### config.mk
export PLATFORM = sky130hd
export DESIGN_NAME = tck_edge_sync
export DESIGN_NICKNAME = d
export VERILOG_FILES = /design/src/rtl/tck_sync_pkg.sv /design/src/rtl/tck_rst_sync.sv /design/src/rtl/tck_pin_sync.sv /design/src/rtl/tck_edge_gen.sv /design/src/rtl/tck_retimer.sv /design/src/rtl/tck_edge_sync.sv
export SDC_FILE = /design/constraint.sdc
export NUM_CORES = 1
export LEC_CHECK = 0
export BUFFER_PORTS_ARGS = -buffer_cell sky130_fd_sc_hd__buf_2
export CAP_MARGIN = 20
export CORE_MARGIN = 2
export CORE_UTILIZATION = 26
export DETAILED_ROUTE_END_ITERATION = 10
export SLEW_MARGIN = 10
export SYNTH_ARGS = -nofsm -noshare
export SYNTH_HDL_FRONTEND = slang
export SYNTH_HIERARCHICAL = 1
export SYNTH_SLANG_ARGS = --single-unit
### constraint.sdc
create_clock -name clk -period 0.98 [get_ports clk]
set_input_delay 0.098 -clock clk [delete_from_list [all_inputs] [get_ports clk]]
set_output_delay 0.098 -clock clk [all_outputs]
set_load 0.02 [all_outputs]
### src/rtl/tck_sync_pkg.sv
package tck_sync_pkg;

  // Bundle of asynchronous probe pins that share one synchronizer chain.
  typedef struct packed {
    logic tck;
    logic tms;
    logic tdi;
  } probe_pins_t;

  localparam int PROBE_W = $bits(probe_pins_t);

  // Clock edges from a TCK change to the matching enable (counting the
  // capture edge as the first): stages plus the edge-detect register.
  function automatic int enable_edge(input int stages);
    return stages + 1;
  endfunction

endpackage

### src/rtl/tck_rst_sync.sv
module tck_rst_sync #(
  parameter int STAGES = 2
) (
  input  logic clk,
  input  logic trst_n,
  output logic rst_n_o
);

  localparam int LAST = STAGES - 1;

  logic [LAST:0] shf;

  generate
    if (STAGES == 1) begin : g_single
      always_ff @(posedge clk or negedge trst_n) begin
        if (!trst_n) shf <= '0;
        else         shf <= 1'b1;
      end
    end else begin : g_chain
      always_ff @(posedge clk or negedge trst_n) begin
        if (!trst_n) shf <= '0;
        else         shf <= {shf[LAST-1:0], 1'b1};
      end
    end
  endgenerate

  assign rst_n_o = shf[LAST];

  // the release never shows up before the test reset itself is released
  a_r1_release_after_trst: assert property (@(posedge clk)
    rst_n_o |-> trst_n);

endmodule

### src/rtl/tck_pin_sync.sv
module tck_pin_sync
  import tck_sync_pkg::*;
#(
  parameter int STAGES = 2
) (
  input  logic        clk,
  input  logic        rst_n,
  input  probe_pins_t pins_i,
  output probe_pins_t pins_o
);

  localparam int LAST = STAGES - 1;

  probe_pins_t chain [STAGES];

  // one chain of equal depth for TCK, TMS and TDI
  generate
    for (genvar s = 0; s < STAGES; s++) begin : g_stage
      if (s == 0) begin : g_first
        always_ff @(posedge clk or negedge rst_n) begin
          if (!rst_n) chain[s] <= '0;
          else        chain[s] <= pins_i;
        end
      end else begin : g_next
        always_ff @(posedge clk or negedge rst_n) begin
          if (!rst_n) chain[s] <= '0;
          else        chain[s] <= chain[s-1];
        end
      end
    end
  endgenerate

  assign pins_o = chain[LAST];

  // the last stage only ever takes what the stage before it held
  generate
    if (STAGES > 1) begin : g_chk
      a_r8_chain_order: assert property (@(posedge clk) disable iff (!rst_n)
        (chain[LAST] != $past(chain[LAST])) |-> (chain[LAST] == $past(chain[LAST-1])));
    end
  endgenerate

endmodule

### src/rtl/tck_edge_gen.sv
module tck_edge_gen (
  input  logic clk,
  input  logic rst_n,
  input  logic tck_s,
  input  logic tms_s,
  input  logic tdi_s,
  output logic rise_en_o,
  output logic fall_en_o,
  output logic tms_q_o,
  output logic tdi_q_o
);

  logic tck_prev;
  logic rise_det;
  logic fall_det;

  assign rise_det = tck_s & ~tck_prev;
  assign fall_det = ~tck_s & tck_prev;

  always_ff @(posedge clk or negedge rst_n) begin
    if (!rst_n) begin
      tck_prev  <= 1'b0;
      rise_en_o <= 1'b0;
      fall_en_o <= 1'b0;
      tms_q_o   <= 1'b0;
      tdi_q_o   <= 1'b0;
    end else begin
      tck_prev  <= tck_s;
      rise_en_o <= rise_det;
      fall_en_o <= fall_det;
      if (rise_det) begin
        tms_q_o <= tms_s;
        tdi_q_o <= tdi_s;
      end
    end
  end

  a_r2_rise_one_cycle: assert property (@(posedge clk) disable iff (!rst_n)
    rise_en_o |=> !rise_en_o);
  a_r3_fall_one_cycle: assert property (@(posedge clk) disable iff (!rst_n)
    fall_en_o |=> !fall_en_o);
  a_r4_never_both: assert property (@(posedge clk) disable iff (!rst_n)
    !(rise_en_o && fall_en_o));
  a_r7_tms_moves_with_rise: assert property (@(posedge clk) disable iff (!rst_n)
    (tms_q_o != $past(tms_q_o)) |-> rise_en_o);
  a_r7_tdi_moves_with_rise: assert property (@(posedge clk) disable iff (!rst_n)
    (tdi_q_o != $past(tdi_q_o)) |-> rise_en_o);

endmodule

### src/rtl/tck_retimer.sv
module tck_retimer (
  input  logic clk,
  input  logic rst_n,
  input  logic rise_en,
  input  logic fall_en,
  input  logic tdo_core,
  output logic rtck_o,
  output logic tdo_o
);

  always_ff @(posedge clk or negedge rst_n) begin
    if (!rst_n) begin
      rtck_o <= 1'b0;
      tdo_o  <= 1'b0;
    end else begin
      if (rise_en)      rtck_o <= 1'b1;
      else if (fall_en) rtck_o <= 1'b0;
      if (fall_en)      tdo_o  <= tdo_core;
    end
  end

  a_r5_echo_high: assert property (@(posedge clk) disable iff (!rst_n)
    rise_en |=> rtck_o);
  a_r5_echo_low: assert property (@(posedge clk) disable iff (!rst_n)
    fall_en |=> !rtck_o);
  a_r5_echo_only_on_enable: assert property (@(posedge clk) disable iff (!rst_n)
    (rtck_o != $past(rtck_o)) |-> $past(rise_en || fall_en));
  a_r6_tdo_only_on_fall: assert property (@(posedge clk) disable iff (!rst_n)
    (tdo_o != $past(tdo_o)) |-> $past(fall_en));

endmodule

### src/rtl/tck_edge_sync.sv
module tck_edge_sync
  import tck_sync_pkg::*;
#(
  parameter int SYNC_STAGES = 2,
  parameter int RST_STAGES  = 2
) (
  input  logic clk,
  input  logic trst_n,
  input  logic tck,
  input  logic tms,
  input  logic tdi,
  input  logic tdo_core_i,
  output logic tck_rise_en_o,
  output logic tck_fall_en_o,
  output logic tap_tms_o,
  output logic tap_tdi_o,
  output logic rtck_o,
  output logic tdo_o
);

  localparam int EN_EDGE = enable_edge(SYNC_STAGES);

  logic        rst_n;
  probe_pins_t raw_pins;
  probe_pins_t sync_pins;
  logic        rise_en;
  logic        fall_en;

  initial begin
    if (SYNC_STAGES < 1 || RST_STAGES < 1 || EN_EDGE != SYNC_STAGES + 1)
      $error("tck_edge_sync: stage counts must be at least one");
  end

  assign raw_pins = '{tck: tck, tms: tms, tdi: tdi};

  tck_rst_sync #(.STAGES(RST_STAGES)) u_rst (
    .clk     (clk),
    .trst_n  (trst_n),
    .rst_n_o (rst_n)
  );

  tck_pin_sync #(.STAGES(SYNC_STAGES)) u_pins (
    .clk    (clk),
    .rst_n  (rst_n),
    .pins_i (raw_pins),
    .pins_o (sync_pins)
  );

  tck_edge_gen u_edge (
    .clk       (clk),
    .rst_n     (rst_n),
    .tck_s     (sync_pins.tck),
    .tms_s     (sync_pins.tms),
    .tdi_s     (sync_pins.tdi),
    .rise_en_o (rise_en),
    .fall_en_o (fall_en),
    .tms_q_o   (tap_tms_o),
    .tdi_q_o   (tap_tdi_o)
  );

  tck_retimer u_ret (
    .clk      (clk),
    .rst_n    (rst_n),
    .rise_en  (rise_en),
    .fall_en  (fall_en),
    .tdo_core (tdo_core_i),
    .rtck_o   (rtck_o),
    .tdo_o    (tdo_o)
  );

  assign tck_rise_en_o = rise_en;
  assign tck_fall_en_o = fall_en;

  // outputs are quiet whenever the test reset pin is low
  a_r1_quiet_in_reset: assert property (@(posedge clk)
    !trst_n |-> !(rtck_o || tdo_o || tck_rise_en_o || tck_fall_en_o));

endmodule

# ---- After elaboration in Yosys (flattened, before gate mapping)
# Cells that the tools add are included.
dict set report totals {
  ff_bits 15
  latch_bits 0
  mem_bits_rw 0
  mem_bits_ro 0
  in_bits 6
  memories 0
}
dict set report classes {
  add_sub_neg 0
  n_mul 0
  n_div 0
  order_cmp 0
  n_eq_ne 0
  n_shift 0
  muxes 2
  bitwise_logic 4
  n_reduce_logical 1
}
# cell count
set op_table {}
lappend op_table {{1-bit bitwise AND} 2}
lappend op_table {{1-bit two-way mux} 2}
lappend op_table {{1-bit NOT} 2}
lappend op_table {{2-bit nonzero test} 1}

# ---- Longest topological paths before layout
dict set report depth {
  ltp_word 2
  mapped_depth 3
}

# ---- By module
# The synthesis kept the hierarchy.
# mod instances cells_each area_each_um2
set by_module_without_submodules {}
lappend by_module_without_submodules {tck_edge_gen 1 9 177.7}
lappend by_module_without_submodules {tck_pin_sync 1 9 172.7}
lappend by_module_without_submodules {tck_retimer 1 5 76.3}
lappend by_module_without_submodules {tck_rst_sync 1 3 53.8}

# ---- Least setup slack after synthesis
# Ideal clock, no wire load.
dict set report synth_timing {
  kind {flip-flop to flip-flop}
  from {reg u_pins.chain (netlist bit u_pins/pins_o[2])}
  to {reg u_edge.tdi_q_o}
  setup_ps 125
  arrival_time_ps 869
  required_ps 855
  setup_slack_ps -14
  stages_incl_launch_ff 4
  n_path_buf 1
  cell_sequence {dfrtp_1 -> buf_4 -> nor2b_4 -> mux2_4}
}
dict set report synth_between {
  elab_chain_len 1
}
# element line
set synth_lines {}
lappend synth_lines {{start, declared} tck_pin_sync.sv:14} ;# probe_pins_t chain [STAGES];
lappend synth_lines {{start signal, assigned by index} tck_pin_sync.sv:27} ;# else chain[s] <= chain[s-1];
lappend synth_lines {{1-bit bitwise AND} tck_edge_gen.sv:17} ;# assign rise_det = tck_s & ~tck_prev;
lappend synth_lines {{net u_edge.rise_det} tck_edge_gen.sv:14} ;# logic rise_det;
lappend synth_lines {{end signal, assigned} tck_edge_gen.sv:33} ;# tdi_q_o <= tdi_s;
lappend synth_lines {{end, declared} tck_edge_gen.sv:10} ;# output logic tdi_q_o
# The timed path passes the listed nets, and every way through them passes these cells.
# A chain may end at the register's enable or synchronous reset.

# ---- Final worst setup path
dict set report layout_timing {
  from {reg u_edge.tck_prev}
  to {reg u_edge.tms_q_o}
}
dict set report layout_between {
  elab_chain_len 2
}
# element line
set layout_lines {}
lappend layout_lines {{start, declared} tck_edge_gen.sv:13} ;# logic tck_prev;
lappend layout_lines {{start signal, assigned} tck_edge_gen.sv:28} ;# tck_prev <= tck_s;
lappend layout_lines {{1-bit NOT} tck_edge_gen.sv:17}
lappend layout_lines {{1-bit bitwise AND} tck_edge_gen.sv:17}
lappend layout_lines {{net u_edge.rise_det} tck_edge_gen.sv:14}
lappend layout_lines {{end signal, assigned} tck_edge_gen.sv:32} ;# tms_q_o <= tms_s;
lappend layout_lines {{end, declared} tck_edge_gen.sv:9} ;# output logic tms_q_o,
# The timed path passes the listed nets, and every way through them passes these cells.

==> impl_metrics.env <==
export IMPL_status="complete, no violations"
export IMPL_cp_cell_sequence="nor2b_4 -> mux2_4"
export IMPL_peakVddDrop_mv=0.9465
export IMPL_grt_max_degree=14
export IMPL_fillers=179
export IMPL_p_leak_uw=0.0003147
export IMPL_worstPathMaxFanout=3
export IMPL_yosysUniqueCellTypes=8
export IMPL_worstSetupPathType="reg2reg"
export IMPL_regToRegSetupSlack_ns=0.003
export IMPL_syn_nets=32
export IMPL_rows=15
export IMPL_dr_total_vias=230
export IMPL_power_frac_clock_pct=28.5
export IMPL_clock_latency_ns=0.27
export IMPL_swShare_pct=23.16
export IMPL_setup_worst_path_start_class="flop"
export IMPL_critPathRequiredTime_ns=1.14
export IMPL_clock_sinks=15
export IMPL_core_mm2=0.001727
export IMPL_cts_root_buf="clkbuf_4"
export IMPL_overflow=0
export IMPL_powerDensity_mw_per_mm2=1833
export IMPL_pre_cts_ws_ns=0.0008054
export IMPL_yosys_warnings=6
export IMPL_initial_utilization_pct=27.83
export IMPL_cts_buffers=3
export IMPL_cp_slowest_cell="dfrtp_1"
export IMPL_drt_first_pass_iters=1
export IMPL_die_area_mm2=0.002208
export IMPL_syn2layout_area_growth_pct=31.77
export IMPL_internal_power_uw=891.7
export IMPL_skew_ns=0.004242
export IMPL_setup_violations=0
export IMPL_io_buffers=11
export IMPL_grt_usage_pct=6.927
export IMPL_seqPwrFrac_pct=59.8
export IMPL_slew_violations=0
export IMPL_die_h_um=46.99
export IMPL_rr_worst_depth=2
export IMPL_ys_seq_area_share_pct=78.13
export IMPL_synthCells=26
export IMPL_vias_per_cell=3.333
export IMPL_whs_path_depth=2
export IMPL_slew_headroom_pct=65.94
export IMPL_die_x_um=46.99
export IMPL_min_period_ns=0.9773
export IMPL_grt_pass1_vias=230
export IMPL_switching_power_uw=268.8
export IMPL_syn_area_um2=480.5
export IMPL_max_stage_delay_ns=0.41
export IMPL_r2r_end="u_edge/tms_q_o"
export IMPL_hp_class="in2reg"
export IMPL_cp_data_arrival_time_ns=1.14
export IMPL_grt_pass1_wl_um=952
export IMPL_clk_path_buf_depth=2
export IMPL_drc_errors=0
export IMPL_synth_seq_cells=15
export IMPL_diodes=0
export IMPL_drive_above_1_share_pct=50.00
export IMPL_synth_area_leaders="dfrtp_1, mux2_4, buf_4"
export IMPL_hold_ws_ns=0.05708
export IMPL_period_share_pct=99.72
export IMPL_cts_htree_levels=1
export IMPL_final_util_pct=36.67
export IMPL_ant_nets=0
export IMPL_nets=51
export IMPL_setup_ws_ns=0.002731
export IMPL_hpwl_um=402.5
export IMPL_gp_congestion=0.5771
export IMPL_avgSynthCellArea_um2=18.48
export IMPL_r2r_start="u_edge/tck_prev"
export IMPL_synth_area_leader_cell="dfrtp_1"
export IMPL_drv_cap=0
export IMPL_min_to="u_ret/tdo_o"
export IMPL_io_pins=12
export IMPL_hold_viol_final=0
export IMPL_clkTransAtPathRegs_ns=0.08
export IMPL_synth_top_cell_area_share_pct=78.13
export IMPL_rsz0062_at_grt="true"
export IMPL_end_kind="flop"
export IMPL_hp_start="tdo_core_i"
export IMPL_timing_fmax_mhz=1023
export IMPL_drt_iter0_markers=0
export IMPL_combinationalPowerShare_pct=11.7
export IMPL_worst_slew_pin_slew_ns=0.5110
export IMPL_drt_total_wl_um=565
export IMPL_wl_per_cell_um=8.188
export IMPL_cts_tree="yes"
export IMPL_antenna_found_initial=0
==> sequential cells by signal (all words and copies together), names as in the netlist <==
register          count
u_edge/rise_en_o      1
u_edge/tck_prev       1
u_ret/tdo_o           1
u_edge/tdi_q_o        1
u_edge/fall_en_o      1
u_pins/pins_o         3
u_ret/rtck_o          1
u_edge/tms_q_o        1
u_pins/chain          3
u_rst/shf             2
==> cells in the final DEF, fill, tap and decap left out, drive strengths merged <==
cell / Yosys / routed
dlygate4sd3: 0 / 4
clkinv: 0 / 1
mux2: 3 / 3
conb: 1 / 1
clkbuf: 0 / 3
dfrtp: 15 / 15
inv: 1 / 1
and2b: 1 / 1
a21o: 1 / 1
nor2b: 1 / 1
buf: 3 / 13
==> worst max-delay path, delay by kind of cell (launching register included) <==
kind,cells,cell delay (ns)
flip-flops,1,0.41
AND/OR/NAND/NOR,1,0.15
multiplexers,1,0.30
==> how the worst max path moves through the flow <==
stage                endpoint  depth (start not counted)              from
2_1_floorplan  u_edge/tdi_q_o                          3  u_pins/pins_o[2]
4_1_cts        u_edge/tms_q_o                          2   u_edge/tck_prev
3_3_place_gp   u_edge/tdi_q_o                          2   u_edge/tck_prev
5_1_grt        u_edge/tms_q_o                          2  u_pins/pins_o[2]
6_report       u_edge/tms_q_o                          2   u_edge/tck_prev
3_5_place_dp   u_edge/tms_q_o                          2   u_edge/tck_prev
==> kinds of logic (layout without fill, tap and decap cells) <==
family / after synthesis / in the layout / share of synthesized area, %
DFF: 15 / 15 / 78.13
and+or+nand+nor: 2 / 2 / 4.687
muxes: 3 / 3 / 9.374
AOI/OAI and AO/OA: 1 / 1 / 1.563
other: 1 / 1 / 0.7805
buffers and inverters: 4 / 22 / 5.468
==> per-layer routing <==
metal	routed length [µm]	part of all wire, %	vias up	global-route usage, %
met2	266	47	13	11.23
met5	0	0	-	0
li1	-	-	112	-
met3	66	12	0	6.923
met1	232	41	105	6.083
met4	0	0	0	1.667
==> through the flow <==
| step | power, µW | cells | area, µm² | TNS (ns) |
|---|---|---|---|---|
| floorplan | 788.8 | 26 | 484.2 | -0.01844 |
| global placement | 825.3 | 60 | 551.8 | 0 |
| detailed placement | 828.6 | 60 | 551.8 | 0 |
| CTS | 1191 | 69 | 626.9 | -0.01086 |
| global route | 1247 | 69 | 633.1 | -0.05726 |
| finish | 1161 | 69 | 633.1 | 0 |
==> synthesized netlist by cell type, drive strengths merged <==
master  count
dfrtp      15
buf         3
mux2        3
a21o        1
and2b       1
conb        1
inv         1
nor2b       1
==> cell type report <==
cell class	instances	area, µm²	area share (%)
well taps	25	31.28	4.941
inverters	1	3.754	0.5929
clock buffers	3	22.52	3.557
flip-flops and latches	15	375.4	59.29
repair buffers	17	116.4	18.38
clock inverters	1	5.005	0.7905
multi-input cells	7	78.83	12.45
==> timing repair <==
action,4_1_cts,5_1_grt
buffers inserted,1,0
setup endpoints to repair,2,3
hold buffers,4,0
endpoints found under the hold margin,5,0
gates resized for setup,0,2
==> power groups by stage <==
| stage | registers, µW | clock network (µW) | logic (µW) |
|---|---|---|---|
| floorplan | 738 | 0 | 50.7 |
| global placement | 706 | 0 | 119 |
| detailed placement | 708 | 0 | 120 |
| CTS | 697 | 360 | 135 |
| global route | 703 | 398 | 146 |
| finish | 695 | 330 | 136 |
Power figures use the tool's default switching activity.
